`src/rtl/lfr_pkg.sv`:
```
package lfr_pkg;

    // memory organisation selector
    localparam int ORG_SEQ    = 0;
    localparam int ORG_WIDE   = 1;
    localparam int ORG_BANKED = 2;

    typedef enum logic [1:0] {
        PH_IDLE,
        PH_ADDR,
        PH_ACCESS,
        PH_XFER
    } phase_e;

    // total bus cycles from acceptance to final beat
    function automatic int line_latency(input int org, input int words,
                                        input int a_cyc, input int c_cyc,
                                        input int x_cyc);
        int t;
        case (org)
            ORG_SEQ:  t = a_cyc + words * (c_cyc + x_cyc);
            ORG_WIDE: t = a_cyc + c_cyc + x_cyc;
            default:  t = a_cyc + c_cyc + words * x_cyc;
        endcase
        return t;
    endfunction

    function automatic int max3(input int a, input int b, input int c);
        int m;
        m = (a > b) ? a : b;
        return (m > c) ? m : c;
    endfunction

endpackage

```
`src/rtl/lfr_bank.sv`:
```
module lfr_bank #(
    parameter int DATA_W = 32,
    parameter int DEPTH  = 32,
    localparam int AW    = $clog2(DEPTH)
) (
    input  logic              clk,
    input  logic              rst,
    input  logic              we,
    input  logic [AW-1:0]     waddr,
    input  logic [DATA_W-1:0] wdata,
    input  logic              cap,
    input  logic [AW-1:0]     raddr,
    output logic [DATA_W-1:0] q
);

    logic [DATA_W-1:0] store [DEPTH];

    always_ff @(posedge clk) begin
        if (we) begin
            store[waddr] <= wdata;
        end
    end

    // access result held until the transfer phase
    always_ff @(posedge clk) begin
        if (rst) begin
            q <= '0;
        end else if (cap) begin
            q <= store[raddr];
        end
    end

endmodule

```
`src/rtl/lfr_sequencer.sv`:
```
module lfr_sequencer
    import lfr_pkg::*;
#(
    parameter int ORG      = ORG_BANKED,
    parameter int WORDS    = 4,
    parameter int ADDR_CYC = 1,
    parameter int ACC_CYC  = 15,
    parameter int XFER_CYC = 1,
    localparam int IDX_W   = $clog2(WORDS),
    localparam int CNT_W   = $clog2(max3(ADDR_CYC, ACC_CYC, XFER_CYC) + 1)
) (
    input  logic             clk,
    input  logic             rst,
    input  logic             req_valid,
    output logic             busy,
    output logic             cap_all,
    output logic             cap_one,
    output logic [IDX_W-1:0] widx,
    output logic             beat,
    output logic             beat_last
);

    localparam logic [IDX_W-1:0] LAST_IDX = IDX_W'(WORDS - 1);

    phase_e            ph;
    logic [CNT_W-1:0]  cnt;
    logic              cnt_done;
    logic              line_done;

    assign cnt_done  = (cnt == '0);
    assign line_done = (ORG == ORG_WIDE) || (widx == LAST_IDX);
    assign busy      = (ph != PH_IDLE);
    assign beat      = (ph == PH_XFER) && cnt_done;
    assign beat_last = beat && line_done;

    generate
        if (ORG == ORG_SEQ) begin : g_seq_cap
            assign cap_all = 1'b0;
            assign cap_one = (ph == PH_ACCESS) && cnt_done;
        end else begin : g_par_cap
            assign cap_all = (ph == PH_ACCESS) && cnt_done;
            assign cap_one = 1'b0;
        end
    endgenerate

    always_ff @(posedge clk) begin
        if (rst) begin
            ph   <= PH_IDLE;
            cnt  <= '0;
            widx <= '0;
        end else begin
            case (ph)
                PH_IDLE: begin
                    if (req_valid) begin
                        ph   <= PH_ADDR;
                        cnt  <= CNT_W'(ADDR_CYC - 1);
                        widx <= '0;
                    end
                end
                PH_ADDR: begin
                    if (cnt_done) begin
                        ph  <= PH_ACCESS;
                        cnt <= CNT_W'(ACC_CYC - 1);
                    end else begin
                        cnt <= cnt - 1'b1;
                    end
                end
                PH_ACCESS: begin
                    if (cnt_done) begin
                        ph  <= PH_XFER;
                        cnt <= CNT_W'(XFER_CYC - 1);
                    end else begin
                        cnt <= cnt - 1'b1;
                    end
                end
                PH_XFER: begin
                    if (!cnt_done) begin
                        cnt <= cnt - 1'b1;
                    end else if (line_done) begin
                        ph <= PH_IDLE;
                    end else if (ORG == ORG_SEQ) begin
                        ph   <= PH_ACCESS;
                        cnt  <= CNT_W'(ACC_CYC - 1);
                        widx <= widx + 1'b1;
                    end else begin
                        cnt  <= CNT_W'(XFER_CYC - 1);
                        widx <= widx + 1'b1;
                    end
                end
                default: ph <= PH_IDLE;
            endcase
        end
    end


    banked_order_chk: assert property (@(posedge clk) disable iff (rst)
        (ORG == ORG_BANKED && XFER_CYC == 1 && beat && !beat_last)
            |=> (beat && widx == $past(widx) + 1'b1));


    seq_gap_chk: assert property (@(posedge clk) disable iff (rst)
        (ORG == ORG_SEQ && beat) |=> !beat);

endmodule

```
`src/rtl/line_fill_responder.sv`:
```
module line_fill_responder
    import lfr_pkg::*;
#(
    parameter int ORG      = ORG_BANKED,
    parameter int LINE_AW  = 5,
    parameter int DATA_W   = 32,
    parameter int WORDS    = 4,
    parameter int ADDR_CYC = 1,
    parameter int ACC_CYC  = 15,
    parameter int XFER_CYC = 1,
    localparam int IDX_W   = $clog2(WORDS),
    localparam int DEPTH   = 1 << LINE_AW,
    localparam int LINE_LAT = line_latency(ORG, WORDS, ADDR_CYC, ACC_CYC, XFER_CYC),
    localparam int LAT_W   = $clog2(LINE_LAT + 2)
) (
    input  logic                    clk,
    input  logic                    rst,
    input  logic                    req_valid,
    input  logic [LINE_AW-1:0]      req_line,
    output logic                    busy,
    input  logic                    wr_en,
    input  logic [LINE_AW-1:0]      wr_line,
    input  logic [IDX_W-1:0]        wr_word,
    input  logic [DATA_W-1:0]       wr_data,
    output logic                    rsp_valid,
    output logic                    rsp_last,
    output logic [WORDS-1:0]        rsp_lanes,
    output logic [WORDS*DATA_W-1:0] rsp_data
);

    logic               accept;
    logic [LINE_AW-1:0] line_q;
    logic               cap_all;
    logic               cap_one;
    logic [IDX_W-1:0]   widx;
    logic               beat;
    logic               beat_last;
    logic [DATA_W-1:0]  bank_q [WORDS];

    assign accept = req_valid && !busy;

    always_ff @(posedge clk) begin
        if (rst) begin
            line_q <= '0;
        end else if (accept) begin
            line_q <= req_line;
        end
    end

    lfr_sequencer #(
        .ORG      (ORG),
        .WORDS    (WORDS),
        .ADDR_CYC (ADDR_CYC),
        .ACC_CYC  (ACC_CYC),
        .XFER_CYC (XFER_CYC)
    ) u_seq (
        .clk       (clk),
        .rst       (rst),
        .req_valid (req_valid),
        .busy      (busy),
        .cap_all   (cap_all),
        .cap_one   (cap_one),
        .widx      (widx),
        .beat      (beat),
        .beat_last (beat_last)
    );

    generate
        for (genvar i = 0; i < WORDS; i++) begin : g_bank
            logic bank_we;
            logic bank_cap;

            assign bank_we  = wr_en && !busy && (wr_word == IDX_W'(i));
            assign bank_cap = cap_all || (cap_one && widx == IDX_W'(i));

            lfr_bank #(
                .DATA_W (DATA_W),
                .DEPTH  (DEPTH)
            ) u_bank (
                .clk   (clk),
                .rst   (rst),
                .we    (bank_we),
                .waddr (wr_line),
                .wdata (wr_data),
                .cap   (bank_cap),
                .raddr (line_q),
                .q     (bank_q[i])
            );

            if (ORG == ORG_WIDE) begin : g_all_lanes
                assign rsp_lanes[i] = beat;
            end else begin : g_one_lane
                assign rsp_lanes[i] = beat && (widx == IDX_W'(i));
            end

            assign rsp_data[i*DATA_W +: DATA_W] = rsp_lanes[i] ? bank_q[i] : '0;
        end
    endgenerate

    assign rsp_valid = beat;
    assign rsp_last  = beat_last;

    // latency watch: counts bus cycles since the acceptance edge
    logic [LAT_W-1:0] lat_q;

    always_ff @(posedge clk) begin
        if (rst) begin
            lat_q <= '0;
        end else if (accept) begin
            lat_q <= LAT_W'(1);
        end else if (busy) begin
            lat_q <= lat_q + 1'b1;
        end
    end


    line_latency_chk: assert property (@(posedge clk) disable iff (rst)
        rsp_last |-> (lat_q == LAT_W'(LINE_LAT)));


    busy_rise_chk: assert property (@(posedge clk) disable iff (rst)
        accept |=> busy);


    busy_drop_chk: assert property (@(posedge clk) disable iff (rst)
        rsp_last |=> !busy);


    quiet_idle_chk: assert property (@(posedge clk) disable iff (rst)
        !busy |-> !rsp_valid);


    lane_count_chk: assert property (@(posedge clk) disable iff (rst)
        rsp_valid |-> ($countones(rsp_lanes) == ((ORG == ORG_WIDE) ? WORDS : 1)));


    line_hold_chk: assert property (@(posedge clk) disable iff (rst)
        (busy && $past(busy)) |-> $stable(line_q));

endmodule

```
`config.mk`:
```
export PLATFORM = sky130hd
export DESIGN_NAME = line_fill_responder
export DESIGN_NICKNAME = d
export VERILOG_FILES = /design/src/rtl/lfr_pkg.sv /design/src/rtl/lfr_bank.sv /design/src/rtl/lfr_sequencer.sv /design/src/rtl/line_fill_responder.sv
export SDC_FILE = /design/constraint.sdc
export NUM_CORES = 2
export LEC_CHECK = 0
export BUFFER_PORTS_ARGS = -buffer_cell sky130_fd_sc_hd__buf_2
export CORE_MARGIN = 1.5
export CORE_UTILIZATION = 37
export CTS_CLUSTER_DIAMETER = 50
export DETAILED_ROUTE_END_ITERATION = 16
export PLACE_DENSITY = 0.57
export SETUP_SLACK_MARGIN = 0.02
export SYNTH_ARGS = -nofsm -noshare
export SYNTH_HDL_FRONTEND = slang
export SYNTH_SLANG_ARGS = --single-unit
```
`constraint.sdc`:
```
create_clock -name clk -period 4.1 [get_ports clk]
set_clock_uncertainty 0.2 [all_clocks]
set_input_delay 0.82 -clock clk [delete_from_list [all_inputs] [get_ports clk]]
set_output_delay 0.82 -clock clk [all_outputs]
set_load 0.005 [all_outputs]
```
==> flow_summary.toml <==
[detailed_routing]
detail_route.wl_per_cell_um = 31.8
first_pass_iters = 6
dr_total_vias = 88037
drt_iter0_drc = 10888
detail-route-antenna-nets = 0
post-route-drc-count = 0
routed_wirelength_um = 493000
vias_per_cell = 5.67

[timing]
totalNegativeSetupSlack_ns = 0
slew_headroom = 0.0647
maxClockFrequency_ghz = 0.255
unrepaired_setup_endpoints_after_global_routing = "no"
period_needed_ns = 3.93
final_count_of_pins_violating_max_slew = 0
final-hold-violation-count = 0
setup_violation_total_in_the_final_timing_report = 0
final.period_utilization = 0.958
pin_slew_with_the_least_headroom_to_its_limit_ns = 1.40
worst_slack_ns = 0.172

[critical_path]
worst_path_dominant_cell_family = "simple AND/OR/NAND/NOR gates"
worst-path-buf-inv = 3
required_ns = 3.08
crit_fanout = 32
critical_path.cell_chain = "nor4_4, buf_4, and3_2, buf_4, and2_2, buf_2"
timing.critical_path.from_type = "register"
setup.worst_path.end_class = "primary output"
cp_common_cell = "buf_4"
timing_worst_setup_path_type = "reg -> out"
worst_ep_arrival_time_ns = 2.91
crit_slowest_cell = "and2_2"
critical-path-max-stage-delay_ns = 0.39

[yosys]
xor_and_xnor_fraction_of_the_mapped_netlist_area = 0.0000535
ys_top_cells_by_area = "edfxtp_1 75%, mux2i_1 9.4%, mux4_2 3.5%"
dominant_combinational_cell_family_by_area_after_synthesis = "multiplexers"
ys_seq_area_frac = 0.769
synthesized_cell_area_mm2 = 0.164
syn_avg_cell_area_um2 = 18.8
postSynthRegisterBits = 4237
synthesized_area_fraction_occupied_by_ao_oa_aoi_and_oai_cells = 0.0536
synth_largest_area_cell = "edfxtp_1"
synth_mux_area_frac = 0.129
syn_nets = 8764
synth_cells = 8707
synthSimpleGateAreaFrac = 0.0294
area_share_of_the_largest_cell_type_after_synthesis = 0.751
yosys.area_share.adder = 0.000688
ys.flop_type = "edfxtp_1"
synth-warning-count = 0
number_of_enable_flip_flop_cells_after_synthesis = 4096
async_reset_ff_frac = 0
ys_types = 48

[clock_network]
clk_pin_slew_ns = 0.06
clock_path_buffers = 4
cts_buffers = 462
worstSkewPairLatency_ns = 0.99
root_buffer = "clkbuf_16"
cts_max_level = 5
cts_tree = "built"
numClockSinks = 4237

[run]
max_cap_viol_count = 0

[layout]
final_net_count = 9260
layout_commonest_cell = "edfxtp_1"
stdcell_count = 15525
post_route_cells_drive_above_1_share = 0.186
fillCellCount = 38098
area_growth_pct = 16.1
final_util = 0.431
layout.cells.most_common_list = "4096 x edfxtp_1, 1538 x mux2i_1, 569 x o22ai_1, 471 x clkbuf_16, 310 x buf_4"

[grt]
globalRoute.totalOverflow = 0
global_route.usage.total = 0.216
grt_first_pass_wirelength_um = 680000
via_count_of_the_first_global_routing_pass = 85143
grt_antenna_before_repair = 67
grt_start_max_net_pins = 129

[power_and_ir_drop]
combPwrFrac = 0.132
clock_power_share = 0.395
switching_share = 0.259
vdd.ir_drop.worst_uv = 350
cell_internal_pwr_uw = 76900
cellPowerDensity_mw_per_mm2 = 546
p_seq_frac = 0.473
cellLeakagePower_uw = 0.0582
total_power_uw = 104000
power.net_switching_uw = 26900

[worst_hold_path]
hold_path.class = "in -> reg"

[placed_design]
post-place-cells = 14636
placement.io_buffers = 182
finalWeightedCongestion = 0.833
place_hpwl_um = 290000
place_worst_setup_slack_ns = 0.299

[floorplanning]
die_area_mm2 = 0.446
ios = 183
floorplan.initialDensity = 0.371
rows = 244
placeableCoreArea_mm2 = 0.441
die_width_um = 668
chipHeight_um = 668

[run_status]
outcome = "complete, no violations"
-- worst min-delay path, stage by stage --
cell	delay [ns]
buf_2	0.14
nand3_1	0.18
a21oi_1	0.09
-- path summary, 6_finish.rpt --
check / startpoint / end / slack (ns) / cells after the start
max: u_seq.cnt[3]$_SDFFE_PP0P_ / rsp_data[32] / 0.17 / 6
min: req_valid / line_q[3]$_SDFFE_PP0P_ / 0.08 / 3
max reg2reg: line_q[1]$_SDFFE_PP0P_ / g_bank[1].u_bank.q[8]$_SDFFE_PP0P_ / 0.32 / 7
min reg2reg: u_seq.widx[1]$_SDFFE_PP0P_ / u_seq.widx[1]$_SDFFE_PP0P_ / 0.32 / 2
-- routing by layer --
metal  global-route usage  wire (um)  vias up  share of wire
met5                    0        111        -        0.00023
li1                     -          -    36592              -
met3               0.0316      39800      635          0.081
met1                0.310     210000    46636           0.42
met2                0.338     228000     4158           0.46
met4               0.0677      15800       16          0.032
-- cell type report --
class                   count  area, um2  share of cell area
diodes                     25       62.6            0.000329
multi-input cells        3903      36000               0.189
clock inverters           260       2570              0.0135
clock buffers             597      12500              0.0658
flip-flops and latches   4237     126000               0.662
well taps                5904       7390              0.0389
repair buffers            593       5710              0.0300
inverters                   6       22.5            0.000119
-- power groups by stage --
stage	Combinational [uW]	Sequential, uW	Clock [uW]
final	13700	49100	41000
after global routing	14300	49100	43200
after CTS	13700	49100	41600
after detailed placement	13600	50000	0
after global placement	13500	50000	0
after floorplan	8140	49100	0
-- through the flow --
| step | area (um2) | hold slack [ns] |
|---|---|---|
| finish | 190000 | 0.0754 |
| global route | 190000 | 0.0669 |
| CTS | 190000 | 0.00244 |
| detailed placement | 175000 | 0.309 |
| global placement | 175000 | 0.293 |
| floorplan | 164000 | 0.260 |
-- repair_timing --
| item | CTS | global route |
|---|---|---|
| setup buffers | 3 | 0 |
| pin swaps | 1 | 0 |
| hold buffers | 4 | 0 |
| gates resized for setup | 6 | 1 |
| endpoints found under the setup margin | 131 | 4 |
| endpoints found under the hold margin | 6 | 0 |
-- registers in the layout (all words and copies together), names as in the netlist --
name                 cells
u_seq.cnt                4
g_bank.u_bank.store   4096
u_seq.widx               2
line_q                   5
g_bank.u_bank.q        128
u_seq.ph                 2
-- kinds of logic after synthesis --
kind of cell,count (synthesis)
multiplexers,1794
flip-flops,4237
XOR/XNOR,1
AO/OA/AOI/OAI,1168
AND/OR/NAND/NOR,931
adder cells (fa/ha/maj),9
buffers and inverters,567
-- synth_stat cells, types with 74 or more instances --
cell type,n
mux2i_1,1538
mux4_2,256
o22ai_1,569
nor2_1,274
dfxtp_1,141
nor3_1,116
and2_1,131
clkbuf_1,222
or3_1,257
edfxtp_1,4096
a211oi_1,74
buf_4,95
a22oi_1,114
buf_2,156
nand3_1,78
Power figures use the tool's default switching activity.
